$ cat config.mk
export PLATFORM = sky130hd
export DESIGN_NAME = sgw_walker
export DESIGN_NICKNAME = d
export VERILOG_FILES = /design/src/rtl/sgw_pkg.sv /design/src/rtl/sgw_desc_unpack.sv /design/src/rtl/sgw_tally.sv /design/src/rtl/sgw_seq.sv /design/src/rtl/sgw_walker.sv
export SDC_FILE = /design/constraint.sdc
export NUM_CORES = 1
export LEC_CHECK = 0
export ABC_AREA = 1
export ABC_CLOCK_PERIOD_IN_PS = 2370
export CAP_MARGIN = 20
export CORE_ASPECT_RATIO = 1.75
export CORE_MARGIN = 4
export CORE_UTILIZATION = 45
export DETAILED_ROUTE_END_ITERATION = 8
export DONT_BUFFER_PORTS = 1
export HOLD_SLACK_MARGIN = 0.15
export PLACE_DENSITY = 0.7
export SYNTH_ARGS = -nofsm -noshare
export SYNTH_HDL_FRONTEND = slang
export SYNTH_HIERARCHICAL = 1
export SYNTH_SLANG_ARGS = --single-unit
$ cat constraint.sdc
create_clock -name clk -period 2.37 [get_ports clk]
set_input_delay 0.474 -clock clk [delete_from_list [all_inputs] [get_ports clk]]
set_output_delay 0.474 -clock clk [all_outputs]
set_load 0.01 [all_outputs]
$ cat src/rtl/sgw_pkg.sv
package sgw_pkg;

  localparam int ADDR_W     = 32;
  localparam int DESC_LEN_W = 16;

  // flag byte bit positions (decoded by the data mover as well)
  localparam int FLG_DRAIN = 1;
  localparam int FLG_CMD   = 2;
  localparam int FLG_WRITE = 5;
  localparam int FLG_LAST  = 7;

  // response byte bit positions
  localparam int RSP_DONE  = 0;
  localparam int RSP_UNDER = 5;
  localparam int RSP_OVER  = 6;
  localparam int RSP_ERR   = 7;

  typedef enum logic [2:0] {
    ST_IDLE,
    ST_REQ_A,
    ST_WAIT_A,
    ST_REQ_B,
    ST_WAIT_B,
    ST_CHECK,
    ST_XFER,
    ST_END
  } walk_state_t;

  // a length is usable when nonzero and within the segment limit
  function automatic logic seg_len_ok(input logic [DESC_LEN_W-1:0] len,
                                      input logic [DESC_LEN_W:0]   lim);
    return (len != '0) && ({1'b0, len} <= lim);
  endfunction

  // response of a walk that reached the last-entry flag
  function automatic logic [7:0] close_resp(input logic [ADDR_W-1:0] sum,
                                            input logic [ADDR_W-1:0] total,
                                            input logic              drain);
    logic [7:0] r;
    r            = '0;
    r[RSP_DONE]  = 1'b1;
    r[RSP_UNDER] = (sum < total);
    r[RSP_OVER]  = (sum > total) && !drain;
    return r;
  endfunction

  function automatic logic [7:0] error_resp();
    logic [7:0] r;
    r          = '0;
    r[RSP_ERR] = 1'b1;
    return r;
  endfunction

endpackage

$ cat src/rtl/sgw_desc_unpack.sv
module sgw_desc_unpack
  import sgw_pkg::*;
#(
  parameter int MAX_SEG = 65024
) (
  input  logic [23:0]           word_b,   // {flags, len}
  output logic [DESC_LEN_W-1:0] len,
  output logic [7:0]            flags,
  output logic                  is_last,
  output logic                  is_drain,
  output logic                  is_write,
  output logic                  seg_ok
);
  localparam logic [DESC_LEN_W:0] SEG_LIM = (DESC_LEN_W+1)'(MAX_SEG);

  assign len      = word_b[DESC_LEN_W-1:0];
  assign flags    = word_b[23:16];
  assign is_last  = flags[FLG_LAST];
  assign is_drain = flags[FLG_DRAIN];
  assign is_write = flags[FLG_WRITE];
  assign seg_ok   = seg_len_ok(len, SEG_LIM);
endmodule

$ cat src/rtl/sgw_tally.sv
module sgw_tally
  import sgw_pkg::*;
#(
  parameter int MAX_DESC = 64
) (
  input  logic                  clk,
  input  logic                  rst_n,
  input  logic                  clear,
  input  logic                  add,
  input  logic [DESC_LEN_W-1:0] add_len,
  output logic [ADDR_W-1:0]     sum,
  output logic                  last_slot
);
  localparam int CNT_W = $clog2(MAX_DESC + 1);

  logic [CNT_W-1:0] count;

  always_ff @(posedge clk or negedge rst_n) begin
    if (!rst_n) begin
      sum   <= '0;
      count <= '0;
    end else if (clear) begin
      sum   <= '0;
      count <= '0;
    end else if (add) begin
      sum   <= sum + ADDR_W'(add_len);
      count <= count + 1'b1;
    end
  end

  assign last_slot = (count == CNT_W'(MAX_DESC - 1));

  // the budget is never exceeded
  a_r9_count_bound: assert property (@(posedge clk) disable iff (!rst_n)
    count <= CNT_W'(MAX_DESC));
endmodule

$ cat src/rtl/sgw_seq.sv
module sgw_seq
  import sgw_pkg::*;
(
  input  logic              clk,
  input  logic              rst_n,
  input  logic              start,
  input  logic [ADDR_W-1:0] first_ptr,
  input  logic [ADDR_W-1:0] total_len,
  output logic              busy,
  output logic              done,
  output logic [7:0]        resp,
  output logic              mem_rd_req,
  output logic [ADDR_W-1:0] mem_rd_addr,
  input  logic              mem_rd_valid,
  input  logic [31:0]       mem_rd_data,
  output logic [23:0]       word_b,
  input  logic              d_last,
  input  logic              d_drain,
  input  logic              d_seg_ok,
  output logic              tally_clear,
  output logic              tally_add,
  input  logic [ADDR_W-1:0] sum,
  input  logic              last_slot,
  output logic              xfer_valid,
  output logic [ADDR_W-1:0] xfer_addr,
  input  logic              xfer_done
);
  walk_state_t       st;
  logic [ADDR_W-1:0] ptr_q, addr_q, total_q;
  logic              done_q;
  logic [7:0]        resp_q;

  always_ff @(posedge clk or negedge rst_n) begin
    if (!rst_n) begin
      st      <= ST_IDLE;
      ptr_q   <= '0;
      addr_q  <= '0;
      total_q <= '0;
      word_b  <= '0;
      done_q  <= 1'b0;
      resp_q  <= '0;
    end else begin
      done_q <= 1'b0;
      case (st)
        ST_IDLE: if (start) begin
          ptr_q   <= first_ptr;
          total_q <= total_len;
          st      <= ST_REQ_A;
        end
        ST_REQ_A: st <= ST_WAIT_A;
        ST_WAIT_A: if (mem_rd_valid) begin
          addr_q <= mem_rd_data;
          st     <= ST_REQ_B;
        end
        ST_REQ_B: st <= ST_WAIT_B;
        ST_WAIT_B: if (mem_rd_valid) begin
          word_b <= {mem_rd_data[31:24], mem_rd_data[15:0]};
          st     <= ST_CHECK;
        end
        ST_CHECK: begin
          if (!d_seg_ok) begin
            done_q <= 1'b1;
            resp_q <= error_resp();
            st     <= ST_IDLE;
          end else begin
            st <= ST_XFER;
          end
        end
        ST_XFER: if (xfer_done) begin
          if (d_last) begin
            st <= ST_END;
          end else if (last_slot) begin
            done_q <= 1'b1;
            resp_q <= error_resp();
            st     <= ST_IDLE;
          end else begin
            ptr_q <= ptr_q + ADDR_W'(8);
            st    <= ST_REQ_A;
          end
        end
        ST_END: begin
          done_q <= 1'b1;
          resp_q <= close_resp(sum, total_q, d_drain);
          st     <= ST_IDLE;
        end
        default: st <= ST_IDLE;
      endcase
    end
  end

  assign busy        = (st != ST_IDLE);
  assign done        = done_q;
  assign resp        = resp_q;
  assign mem_rd_req  = (st == ST_REQ_A) || (st == ST_REQ_B);
  assign mem_rd_addr = (st == ST_REQ_B) ? ptr_q + ADDR_W'(4) : ptr_q;
  assign tally_clear = (st == ST_IDLE) && start;
  assign tally_add   = (st == ST_XFER) && xfer_done;
  assign xfer_valid  = (st == ST_XFER);
  assign xfer_addr   = addr_q;

  // one read outstanding, request is a pulse
  a_r1_single_read: assert property (@(posedge clk) disable iff (!rst_n)
    mem_rd_req |=> !mem_rd_req);
  // request held steady until the mover answers
  a_r3_hold_request: assert property (@(posedge clk) disable iff (!rst_n)
    xfer_valid && !xfer_done |=> xfer_valid && $stable(addr_q) && $stable(word_b));
  // end strobe lasts one cycle and leaves the block idle
  a_r4_done_pulse: assert property (@(posedge clk) disable iff (!rst_n)
    done |=> !done);
  a_r4_idle_at_done: assert property (@(posedge clk) disable iff (!rst_n)
    done |-> !busy);
  // short and excess never reported together
  a_r6_not_both: assert property (@(posedge clk) disable iff (!rst_n)
    done |-> !(resp[RSP_UNDER] && resp[RSP_OVER]));
  // a start during a walk keeps the expected total
  a_r11_start_ignored: assert property (@(posedge clk) disable iff (!rst_n)
    busy && start |=> $stable(total_q));
endmodule

$ cat src/rtl/sgw_walker.sv
module sgw_walker
  import sgw_pkg::*;
#(
  parameter int MAX_DESC = 64,
  parameter int MAX_SEG  = 65024
) (
  input  logic        clk,
  input  logic        rst_n,
  input  logic        start,
  input  logic [31:0] first_ptr,
  input  logic [31:0] total_len,
  output logic        busy,
  output logic        done,
  output logic [7:0]  resp,
  output logic        mem_rd_req,
  output logic [31:0] mem_rd_addr,
  input  logic        mem_rd_valid,
  input  logic [31:0] mem_rd_data,
  output logic        xfer_valid,
  output logic [31:0] xfer_addr,
  output logic [15:0] xfer_len,
  output logic        xfer_write,
  output logic [7:0]  xfer_flags,
  input  logic        xfer_done
);
  logic [23:0]           word_b;
  logic [DESC_LEN_W-1:0] d_len;
  logic [7:0]            d_flags;
  logic                  d_last, d_drain, d_write, d_seg_ok;
  logic                  tally_clear, tally_add, last_slot;
  logic [ADDR_W-1:0]     sum;

  sgw_desc_unpack #(.MAX_SEG(MAX_SEG)) u_unpack (
    .word_b  (word_b),
    .len     (d_len),
    .flags   (d_flags),
    .is_last (d_last),
    .is_drain(d_drain),
    .is_write(d_write),
    .seg_ok  (d_seg_ok)
  );

  sgw_tally #(.MAX_DESC(MAX_DESC)) u_tally (
    .clk      (clk),
    .rst_n    (rst_n),
    .clear    (tally_clear),
    .add      (tally_add),
    .add_len  (d_len),
    .sum      (sum),
    .last_slot(last_slot)
  );

  sgw_seq u_seq (
    .clk         (clk),
    .rst_n       (rst_n),
    .start       (start),
    .first_ptr   (first_ptr),
    .total_len   (total_len),
    .busy        (busy),
    .done        (done),
    .resp        (resp),
    .mem_rd_req  (mem_rd_req),
    .mem_rd_addr (mem_rd_addr),
    .mem_rd_valid(mem_rd_valid),
    .mem_rd_data (mem_rd_data),
    .word_b      (word_b),
    .d_last      (d_last),
    .d_drain     (d_drain),
    .d_seg_ok    (d_seg_ok),
    .tally_clear (tally_clear),
    .tally_add   (tally_add),
    .sum         (sum),
    .last_slot   (last_slot),
    .xfer_valid  (xfer_valid),
    .xfer_addr   (xfer_addr),
    .xfer_done   (xfer_done)
  );

  assign xfer_len   = d_len;
  assign xfer_flags = d_flags;
  assign xfer_write = d_write;

  // a zero length never reaches the mover
  a_r7_nonzero_len: assert property (@(posedge clk) disable iff (!rst_n)
    xfer_valid |-> xfer_len != '0);
  // no segment above the limit reaches the mover
  a_r8_len_limit: assert property (@(posedge clk) disable iff (!rst_n)
    xfer_valid |-> {1'b0, xfer_len} <= 17'(MAX_SEG));
endmodule

==> out/results.tsv <==
stage	metric	value	unit
synth	synthCells	1503	
worst_setup_path	r2r_end	u_seq/ptr_q[25]$_DFFE_PN0P_	
drt	vias_per_cell	5.325	
min_path	min_path_type	in2async	
timing	tightestPinTransition	642.9	ps
grt	overflow	0	
worst_setup_path	critPathMaxFanout	6	
clocking	root_buffer	clkbuf_16	
power_and_ir_drop	leakage	6.337	nW
worst_setup_path	worst-setup-path-type	reg2out	
clocking	path_clk_slew	80	ps
cells_and_area	postLayoutCellArea	12730	µm²
timing	finClkSkew	14.93	ps
grt	grt_pass1_vias	10110	
worst_setup_path	reg2reg_slack	130	ps
placed_design	io_buffers	0	
power_and_ir_drop	vdd_ir_drop_max	0.0008067	V
worst_setup_path	arrival	2000	ps
clocking	clock_path_buffers	2	
worst_setup_path	start_kind	register	
timing	setup_viol	12	
timing	rsz0062_at_grt	true	
grt	grt_pass1_wl	50690	µm
timing	finalCritPeriodShare	1.042	
grt	grt_max_degree	168	
synth	ys_seq_area_frac	0.3876	
power_and_ir_drop	p_total	14.94	mW
placed_design	post_dp_cell_area	11000	µm²
synth	synth_adder_area_share	0.06104	
timing	fin_crit	2469	ps
synth	synth_mux_area_frac	0.008356	
cells_and_area	n_antenna_cell	0	
synth	synth_area_leaders	dfrtp_1, nand2_1, inv_1	
floorplan	die_y	212.8	µm
drt	firstDrtPassIters	5	
placed_design	routabilityCongestion	1.002	
floorplan	std_cell_rows	74	
clocking	postCtsHoldBufs	26	
grt	grtUsageTotal	0.2413	
drt	postRouteAntennaNets	0	
cells_and_area	drive_above_1_share	0.1776	
floorplan	core	23520	µm²
synth	synth_compound_area_frac	0.09945	
floorplan	die-width	125.0	µm
timing	clock.fmax	405.0	MHz
drt	detail_route.wl_per_cell	17.24	µm
floorplan	start_util	0.4584	
synth	synth-seq-cells	167	
cells_and_area	final_cells	1881	
floorplan	die-area	26600	µm²
cells_and_area	fin_nets	1717	
synth	synth_top_family_by_area	simple AND/OR/NAND/NOR gates	
timing	slew_headroom	0.5709	
cells_and_area	regArea	4189	µm²
cells_and_area	synthToLayoutAreaGrowth	18.10	%
run_status	outcome	finished, violations left	
worst_setup_path	reg2reg_depth	16	
drt	num_vias	10020	
synth	synth-simple-area-share	0.3052	
timing	hold_viol	167	
run_status	violations	negative hold slack, negative setup slack	
worst_setup_path	critPathCaptureType	output pin	
synth	yosys.area.top_type	dfrtp_1	
synth	synth.avg_cell_area	7.173	µm²
cells_and_area	multi_input_area	5874	µm²
floorplan	ios	202	
drt	drt-total-wl	32430	µm
cells_and_area	layout_commonest_cell	nand2_1	
clocking	cts_buffers	17	
clocking	cts_max_level	4	
synth	post_synth_num_cell_types	47	
worst_setup_path	reg2reg_from	u_seq/ptr_q[10]$_DFFE_PN0P_	
placed_design	placed_cells	1776	
synth	netlist_area	10780	µm²
worst_setup_path	required	1900	ps
power_and_ir_drop	p_per_area	1173	nW/µm²
synth	synth_xor_area_frac	0.02437	
placed_design	dp_hpwl	24140	µm
drt	drtIter0Drc	687	
cells_and_area	final_cell_mix	nand2_1, inv_1, dfrtp_1	
timing	setup_ws	-99.13	ps
synth	ys_warn_count	6	
cells_and_area	fillCellCount	2246	
clocking	cts_tree	yes	
synth	yosysTopAreaCellShare	0.3876	
job	cap_viol_max_count	0	
timing	drv_slew	0	
grt	antenna_found_initial	0	
clocking	clkSinkCount	167	
clocking	clk_latency	450	ps
drt	drc	0	
timing	hold_slack	-298.0	ps
==> report_power, final <==
part,switching [mW],internal [mW],leakage (nW)
Clock,1.33,1.40,0.276
Sequential,1.33,4.00,2.12
Combinational,4.30,2.58,3.95
==> synth_stat cells (all sizes together) <==
library cell	count
or2	4
o211ai	4
and2	2
ha	51
mux2	8
o22ai	5
and3	2
o31ai	1
conb	1
o21a	1
a31oi	3
nor3b	5
o21ai	139
nand3b	4
clkinv	3
a21oi	49
xnor2	8
dfrtp	167
fa	1
a22o	2
xor2	22
nor4	3
nor3	17
nand4	13
clkbuf	14
inv	204
buf	56
nand3	87
a21o	2
nor2	166
nand2	459
==> worst max path at each step <==
stage,from,end,slack (ps),cells after the start
after CTS,u_seq/ptr_q[14]$_DFFE_PN0P_,mem_rd_addr[26],-60,8
final,u_seq/ptr_q[11]$_DFFE_PN0P_,mem_rd_addr[26],-100,6
after detailed placement,u_seq/st[2]$_DFFE_PN0P_,mem_rd_addr[26],160,9
after global routing,u_seq/st[1]$_DFFE_PN0P_,mem_rd_addr[26],-170,10
after global placement,u_seq/st[2]$_DFFE_PN0P_,mem_rd_addr[26],200,9
after floorplan,u_seq/st[0]$_DFFE_PN0P_,u_tally/sum[25]$_DFFE_PN0P_,240,13
==> critical path, stage by stage (launching register included) <==
cell     delay (ps)
dfrtp_2         490
nand4_1         250
inv_1           220
nand3_2         120
nor2_4          150
xor2_1          200
inv_1           110
==> sequential cells by signal (all words and copies together), names as in the netlist <==
signal / flops
u_tally/sum: 32
u_seq/resp: 4
u_seq/word_b: 24
u_seq/total_q: 32
u_seq/done: 1
u_seq/ptr_q: 32
u_tally/count: 7
u_seq/st: 3
u_seq/xfer_addr: 32
==> repair_timing <==
item,in CTS,in global routing
endpoints found under the hold margin,193,167
setup buffers,28,21
resized for setup,77,66
pin swaps,18,26
setup endpoints to repair,25,27
==> per-stage QoR <==
step	worst slack, ps	setup TNS (ps)	utilization
6_report	-99.13	-545.3	0.5414
5_1_grt	-172.6	-2399	0.5414
4_1_cts	-57.10	-393.5	0.5243
3_5_place_dp	163.5	0	0.4679
3_3_place_gp	204.1	0	0.4679
2_1_floorplan	244.9	0	-
==> layout make-up <==
class                   instances  share of cell area
flip-flops and latches        167              0.3290
well taps                     304             0.02987
repair buffers                109             0.07202
inverters                     207             0.06181
clock inverters                15             0.01258
multi-input cells            1062              0.4613
clock buffers                  17             0.03341
==> kinds of logic (layout without fill, tap and decap cells) <==
group           after synthesis  in the layout
compound gates              206            206
xor+xnor                     30             30
fa+ha+maj                    52             52
buf+inv                     277            348
flops                       167            167
mux                           8              8
other cells                   1              4
simple gates                762            762
==> routing by layer <==
| metal | wire length [µm] | vias up | track usage |
|---|---|---|---|
| met4 | 1917 | 0 | 0.1486 |
| met3 | 1549 | 109 | 0.04456 |
| li1 | - | 4819 | - |
| met2 | 17380 | 375 | 0.4531 |
| met5 | 0 | - | 0 |
| met1 | 11580 | 4713 | 0.2455 |
Note: power is estimated with default switching activity, not from simulation.
